[config.mk]
export PLATFORM = sky130hd
export DESIGN_NAME = branch_resolve
export DESIGN_NICKNAME = d
export VERILOG_FILES = /design/src/rtl/branch_resolve_pkg.sv /design/src/rtl/br_cond.sv /design/src/rtl/br_target.sv /design/src/rtl/br_hazard.sv /design/src/rtl/branch_resolve.sv
export SDC_FILE = /design/constraint.sdc
export NUM_CORES = 1
export LEC_CHECK = 0
export BUFFER_PORTS_ARGS = -buffer_cell sky130_fd_sc_hd__buf_2
export CORE_ASPECT_RATIO = 1.5
export CORE_MARGIN = 3
export CORE_UTILIZATION = 44
export CTS_BUF_LIST = sky130_fd_sc_hd__clkbuf_4 sky130_fd_sc_hd__clkbuf_8
export DETAILED_ROUTE_END_ITERATION = 7
export HOLD_SLACK_MARGIN = 0.15
export PLACE_DENSITY = 0.83
export SLEW_MARGIN = 10
export SYNTH_ARGS = -nofsm -noshare
export SYNTH_HDL_FRONTEND = slang
export SYNTH_HIERARCHICAL = 1
export SYNTH_SLANG_ARGS = --single-unit
[constraint.sdc]
create_clock -name clk_i -period 2.8 [get_ports clk_i]
set_input_delay 0.28 -clock clk_i [delete_from_list [all_inputs] [get_ports clk_i]]
set_output_delay 0.28 -clock clk_i [all_outputs]
set_load 0.005 [all_outputs]
[src/rtl/branch_resolve_pkg.sv]
package branch_resolve_pkg;
  typedef enum logic [2:0] {
    BK_NONE = 3'd0,
    BK_EQZ  = 3'd1,
    BK_NEZ  = 3'd2,
    BK_LTZ  = 3'd3,
    BK_GEZ  = 3'd4,
    BK_JMP  = 3'd5
  } br_kind_e;
endpackage

[src/rtl/br_cond.sv]
module br_cond #(
  parameter int XLEN = 32
) (
  input  logic [2:0]      kind_i,
  input  logic [XLEN-1:0] src_i,
  output logic            take_o,
  output logic            uses_src_o,
  output logic            is_br_o
);
  import branch_resolve_pkg::*;
  br_kind_e kind;
  logic nz, neg;
  assign kind = br_kind_e'(kind_i);
  assign nz   = |src_i;
  assign neg  = src_i[XLEN-1];

  always_comb begin
    take_o     = 1'b0;
    uses_src_o = 1'b0;
    is_br_o    = 1'b1;
    unique case (kind)
      BK_EQZ: begin take_o = ~nz;  uses_src_o = 1'b1; end
      BK_NEZ: begin take_o = nz;   uses_src_o = 1'b1; end
      BK_LTZ: begin take_o = neg;  uses_src_o = 1'b1; end
      BK_GEZ: begin take_o = ~neg; uses_src_o = 1'b1; end
      BK_JMP: take_o = 1'b1;
      default: is_br_o = 1'b0;
    endcase
  end
endmodule

[src/rtl/br_target.sv]
module br_target #(
  parameter int PC_W  = 32,
  parameter int OFF_W = 16
) (
  input  logic [PC_W-1:0]  npc_i,
  input  logic [OFF_W-1:0] off_i,
  output logic [PC_W-1:0]  target_o
);
  localparam int EXT_W = PC_W - OFF_W;
  logic [PC_W-1:0] off_ext;
  generate
    if (EXT_W > 0) begin : g_ext
      assign off_ext = {{EXT_W{off_i[OFF_W-1]}}, off_i};
    end else begin : g_trunc
      assign off_ext = off_i[PC_W-1:0];
    end
  endgenerate
  assign target_o = npc_i + off_ext;
endmodule

[src/rtl/br_hazard.sv]
module br_hazard #(
  parameter int RIDX_W = 5
) (
  input  logic              need_i,
  input  logic              ex_load_i,
  input  logic [RIDX_W-1:0] ex_dst_i,
  input  logic [RIDX_W-1:0] src_idx_i,
  output logic              stall_o
);
  assign stall_o = need_i & ex_load_i & (ex_dst_i == src_idx_i);
endmodule

[src/rtl/branch_resolve.sv]
module branch_resolve #(
  parameter int XLEN  = 32,
  parameter int PC_W  = 32,
  parameter int OFF_W = 16,
  parameter int NREGS = 32,
  localparam int RIDX_W = $clog2(NREGS)
) (
  input  logic              clk_i,
  input  logic              rst_ni,
  input  logic              delay_mode_i,
  input  logic              id_valid_i,
  input  logic [2:0]        br_kind_i,
  input  logic [RIDX_W-1:0] src_idx_i,
  input  logic [XLEN-1:0]   src_val_i,
  input  logic [OFF_W-1:0]  offset_i,
  input  logic [PC_W-1:0]   npc_i,
  input  logic              ex_load_i,
  input  logic [RIDX_W-1:0] ex_dst_i,
  output logic              pc_sel_o,
  output logic [PC_W-1:0]   target_o,
  output logic              squash_o,
  output logic              stall_o
);
  logic take, uses_src, is_br;
  logic slot_q, slot_d;
  logic live, hz, accept;

  br_cond #(.XLEN(XLEN)) u_cond (
    .kind_i    (br_kind_i),
    .src_i     (src_val_i),
    .take_o    (take),
    .uses_src_o(uses_src),
    .is_br_o   (is_br)
  );

  br_target #(.PC_W(PC_W), .OFF_W(OFF_W)) u_tgt (
    .npc_i   (npc_i),
    .off_i   (offset_i),
    .target_o(target_o)
  );

  // a branch sitting in a delay slot is inert
  assign live = id_valid_i & ~slot_q;

  br_hazard #(.RIDX_W(RIDX_W)) u_hz (
    .need_i   (live & uses_src),
    .ex_load_i(ex_load_i),
    .ex_dst_i (ex_dst_i),
    .src_idx_i(src_idx_i),
    .stall_o  (hz)
  );

  assign accept   = live & ~hz;
  assign stall_o  = hz;
  assign pc_sel_o = accept & take;
  assign squash_o = accept & take & ~delay_mode_i;

  always_comb begin
    slot_d = slot_q;
    if (id_valid_i && !hz) slot_d = accept & is_br & delay_mode_i;
  end

  always_ff @(posedge clk_i or negedge rst_ni) begin
    if (!rst_ni) slot_q <= 1'b0;
    else         slot_q <= slot_d;
  end
endmodule

; ---- After elaboration in Yosys (flattened, before gate mapping)
; Cells that the tools add are included.
[word_totals]
regBits = 1
out_inout_bits = 35
inputBits = 98
[op_classes]
n_reduce_logical = 5
n_addsub = 1
n_bitwise = 14
n_eq_ne = 6
n_mux = 3
[ops]
columns = operator, n
row1 = 32-bit adder, 1
row2 = 32-bit OR reduction, 1
row3 = 1-bit bitwise AND, 9
row4 = 3-bit by 2-bit equality test with 1-bit output (second input constant), 2
row5 = 3-bit equality test (second input constant), 2
row6 = 5-bit equality test, 1
row7 = 1-bit NOT, 5
row8 = 1-bit one-hot mux with 5 select lines, 1
row9 = 5-bit OR reduction, 1
row10 = 4-bit OR reduction, 1
row11 = 3-bit by 1-bit equality test with 1-bit output (second input constant), 1
row12 = 1-bit two-way mux, 2
row13 = 1-bit logical AND, 1
row14 = 1-bit zero test, 1

; ---- Longest topological paths before layout
[depth]
word_depth = 10
ltp_mapped = 9
mapped_depth_nobuf = 9

; ---- By module
; The synthesis kept the hierarchy.
[modules_own_cells]
columns = mod, seq_area_each_um2, cells_per_inst, area_each_um2, n_inst
row1 = br_target, 0.0, 232, 1720.4, 1
row2 = br_cond, 0.0, 21, 152.6, 1
row3 = branch_resolve, 25.0, 8, 83.8, 1
row4 = br_hazard, 0.0, 8, 58.8, 1

; ---- Least setup slack after synthesis
; OpenSTA, ideal clock, no wires.
[synth_path]
kind = input port to output port
startpoint = input port npc_i[0]
endpoint = output port target_o[16]
t_arrival_ps = 2358
n_path_buf = 0
cell_stages = 9
path_slack_ps = 162
cell_sequence = ha_1 -> fa_1 -> a21o_1 -> a221oi_4 -> o211ai_4 -> a31o_2 -> nor2b_4 -> a311oi_2 -> xnor2_1
[synth_between]
elab_chain_cells = 1
[synth_lines]
columns = element, line
row1 = "start, declared", branch_resolve.sv:16  ; input logic [PC_W-1:0] npc_i,
row2 = 32-bit adder, br_target.sv:18  ; assign target_o = npc_i + off_ext;
row3 = "end, declared", branch_resolve.sv:20  ; output logic [PC_W-1:0] target_o,
; Every way passes these cells.

; ---- Worst setup path in the final report
[layout_path]
startpoint = input port offset_i[0]
endpoint = output port target_o[30]
[layout_between]
elab_chain_cells = 1
[layout_lines]
columns = element, line
row1 = "start, declared", branch_resolve.sv:15  ; input logic [OFF_W-1:0] offset_i,
row2 = 32-bit adder, br_target.sv:18
; Every way passes these cells.

==> results.sh <==
export IMPL_outcome="finished with violations"
export IMPL_violations="negative setup slack"
export IMPL_fin_area_sq_um=2980
export IMPL_die_w_um=61.3
export IMPL_fmax_mhz=356
export IMPL_fin_tns_setup_ns=-0.0123
export IMPL_rows=29
export IMPL_floorplan_initialDensity=0.467
export IMPL_min_period_ns=2.81
export IMPL_p_leak_nw=1.49
export IMPL_synth_net_count=399
export IMPL_drt_total_wl_um=7170
export IMPL_synth_area_sq_um=2020
export IMPL_final_nets=552
export IMPL_syn_inst=269
export IMPL_totalPowerFinal_w=0.000742
export IMPL_fin_skew_ns=0
export IMPL_top_register="slot_q"
export IMPL_final_common_cell="buf_2"
export IMPL_drtPass1Iterations=4
export IMPL_power_density_nw_per_um2=249
export IMPL_antenna_found_initial=0
export IMPL_gp_congestion=0.916
export IMPL_syn_to_final_growth_pct=47.9
export IMPL_p_int_w=0.000381
export IMPL_core_area_sq_um=4320
export IMPL_grt_usage=0.245
export IMPL_grt_start_max_net_pins=11
export IMPL_setup_viol=1
export IMPL_reg2reg_to="slot_q"
export IMPL_dp_hpwl_um=6010
export IMPL_clk_latency_ns=0
export IMPL_drv_slew=0
export IMPL_seq_power_share=0.024
export IMPL_ys_async_sr_fraction=1.00
export IMPL_worst_setup_hold_path_clk_slew_ns=0
export IMPL_first_iter_violations=149
export IMPL_crit_path_max_incr_delay_ns=0.36
export IMPL_synth_ff_type="dfrtp_1"
export IMPL_synth_seq_cells=1
export IMPL_critical_path_class="primary input to primary output"
export IMPL_r2r_cells=5
export IMPL_start_kind="primary input"
export IMPL_numPortBuffers=132
export IMPL_clkPwrFrac=0
export IMPL_vias=2659
export IMPL_p_sw_frac=0.487
export IMPL_die_h_um=88.9
export IMPL_globalRouteOverflowTotal=0
export IMPL_drv_cap=0
export IMPL_hold_class="register to register"
export IMPL_worstHoldPathCells=1
export IMPL_hold_slack_ns=0.492
export IMPL_cp_end_kind="primary output"
export IMPL_drt_drc_violations_left=0
export IMPL_required_ns=2.52
export IMPL_synth_seq_area_share=0.0124
export IMPL_hold_viol_final=0
export IMPL_arrival_ns=2.53
export IMPL_finalCritPeriodShare=1.00
export IMPL_setup_ws_ns=-0.0123
export IMPL_crit_fanout=3
export IMPL_grt_pass1_vias=2540
export IMPL_hold_end="slot_q"
export IMPL_post_route_util=0.691
export IMPL_vdd_ir_drop_max_v=0.000139
export IMPL_final_layout_size_suffix_gt1_frac=0.440
export IMPL_ant_nets=0
export IMPL_yosysUniqueCellTypes=60
export IMPL_dpl_instance_area_sq_um=2870
export IMPL_worstReg2RegStart="slot_q"
export IMPL_io_pins=133
export IMPL_crit_path_cell_trace="buf_6 > ha_4 > fa_2 > a21o_1 > a221oi_4 > o211ai_4 > buf_6 > a311oi_4 > nor2_2 > a211oi_2 > xnor2_1 > buf_2"
export IMPL_grt_pass1_wl_um=10700
export IMPL_r2r_setup_slack_ns=1.69
export IMPL_wl_per_cell_um=15.4
export IMPL_p_switching_w=0.000361
export IMPL_diodes=0
export IMPL_slew_headroom=0.744
export IMPL_final_cell_mix="130 x buf_2, 30 x ha_1, 26 x a21oi_1, 26 x buf_4, 23 x xnor2_1"
export IMPL_synth_edf_count=0
export IMPL_rsz0062_at_grt="true"
export IMPL_slowest_stage="fa_2"
export IMPL_yosysWarnings=6
export IMPL_tightest_slew_ns=0.382
export IMPL_pwr_share_comb=0.976
export IMPL_largest_reg_flops=1
export IMPL_via_per_inst=5.71
export IMPL_path_common_cell="buf_6"
export IMPL_reg_top3="slot_q x1"
export IMPL_syn_avg_cell_area_sq_um=7.49
export IMPL_hp_start="slot_q"
export IMPL_die_area_sq_um=5450
-- routing by layer --
layer / routed length [um] / global-route usage
met2: 3920 / 0.479
met3: 555 / 0.0318
met5: 0 / 0
met4: 54 / 0.0414
met1: 2640 / 0.272
-- critical path: cells and delay by family --
kind	cells	cell delay, ns
compound gates	5	1.13
fa+ha+maj	2	0.52
buf+inv	3	0.37
xor+xnor	1	0.13
simple gates	1	0.10
-- worst max path at each step --
stage | endpoint | from | cells past startpoint | slack [ns]
detailed placement | target_o[30] | npc_i[0] | 12 | -0.18
finish | target_o[30] | offset_i[0] | 12 | -0.01
CTS | target_o[30] | offset_i[0] | 12 | -0.1
global placement | target_o[30] | npc_i[0] | 12 | -0.10
floorplan | target_o[16] | npc_i[0] | 9 | 0.16
global route | target_o[30] | offset_i[0] | 12 | -0.14
-- cell type report --
cell class,count,area [sq um]
multi-input cells,252,1980
fillers,349,1340
repair buffers,160,890
well taps,46,57.6
inverters,7,26.3
flip-flops and latches,1,25.0
-- timing repair --
item,CTS,global route
hold buffers,1,0
buffers inserted,3,0
gates resized for setup,7,12
endpoints found under the setup margin,8,13
endpoints found under the hold margin,1,0
pin swaps,10,3
-- power groups by stage --
stage | Combinational, W | Sequential [W] | Clock, W
global placement | 0.000676 | 0.0000175 | 0
global route | 0.000794 | 0.0000178 | 0
finish | 0.000724 | 0.0000176 | 0
floorplan | 0.000396 | 0.0000173 | 0
detailed placement | 0.000687 | 0.0000175 | 0
CTS | 0.000708 | 0.0000176 | 0
-- cells by family (layout without fill, tap and decap cells) --
kind of cell    after synthesis  in the layout  synth area share
compound gates               93             93             0.335
fa+ha+maj                    32             32             0.202
simple gates                 91             91             0.258
xor+xnor                     35             35             0.152
flops                         1              1            0.0124
buf+inv                      16            167            0.0354
mux                           1              1           0.00497
-- cell usage after synthesis, types with 2 or more instances --
cell type,number,area [sq um]
and4_1,2,17.5
a211oi_1,2,15.0
a31o_2,2,17.5
nor2b_1,4,25.0
nor2_1,22,82.6
a32oi_1,2,17.5
xnor2_1,23,201
and2_1,2,12.5
nor3_1,5,25.0
clkbuf_1,5,18.8
o31ai_1,2,15.0
o21ai_0,15,75.1
nor4_1,4,25.0
a311oi_2,2,30.0
and3_1,4,25.0
buf_2,3,15.0
o21bai_1,3,22.5
nand2_1,17,63.8
nor4_2,4,50.1
a21o_1,12,90.1
a31oi_1,3,18.8
inv_1,7,26.3
a21oi_1,27,135
xor2_1,12,105
ha_1,31,388
nor2b_4,2,27.5
nand3_1,6,30.0
o21a_1,4,30.0
nand4_1,11,68.8
-- metrics by stage --
stage / worst slack [ns] / instances
after detailed placement: -0.179 / 462
after global placement: -0.105 / 462
after CTS: -0.0964 / 466
after floorplan: 0.162 / 269
after global routing: -0.143 / 466
final: -0.0123 / 466
Power figures use the tool's default switching activity.
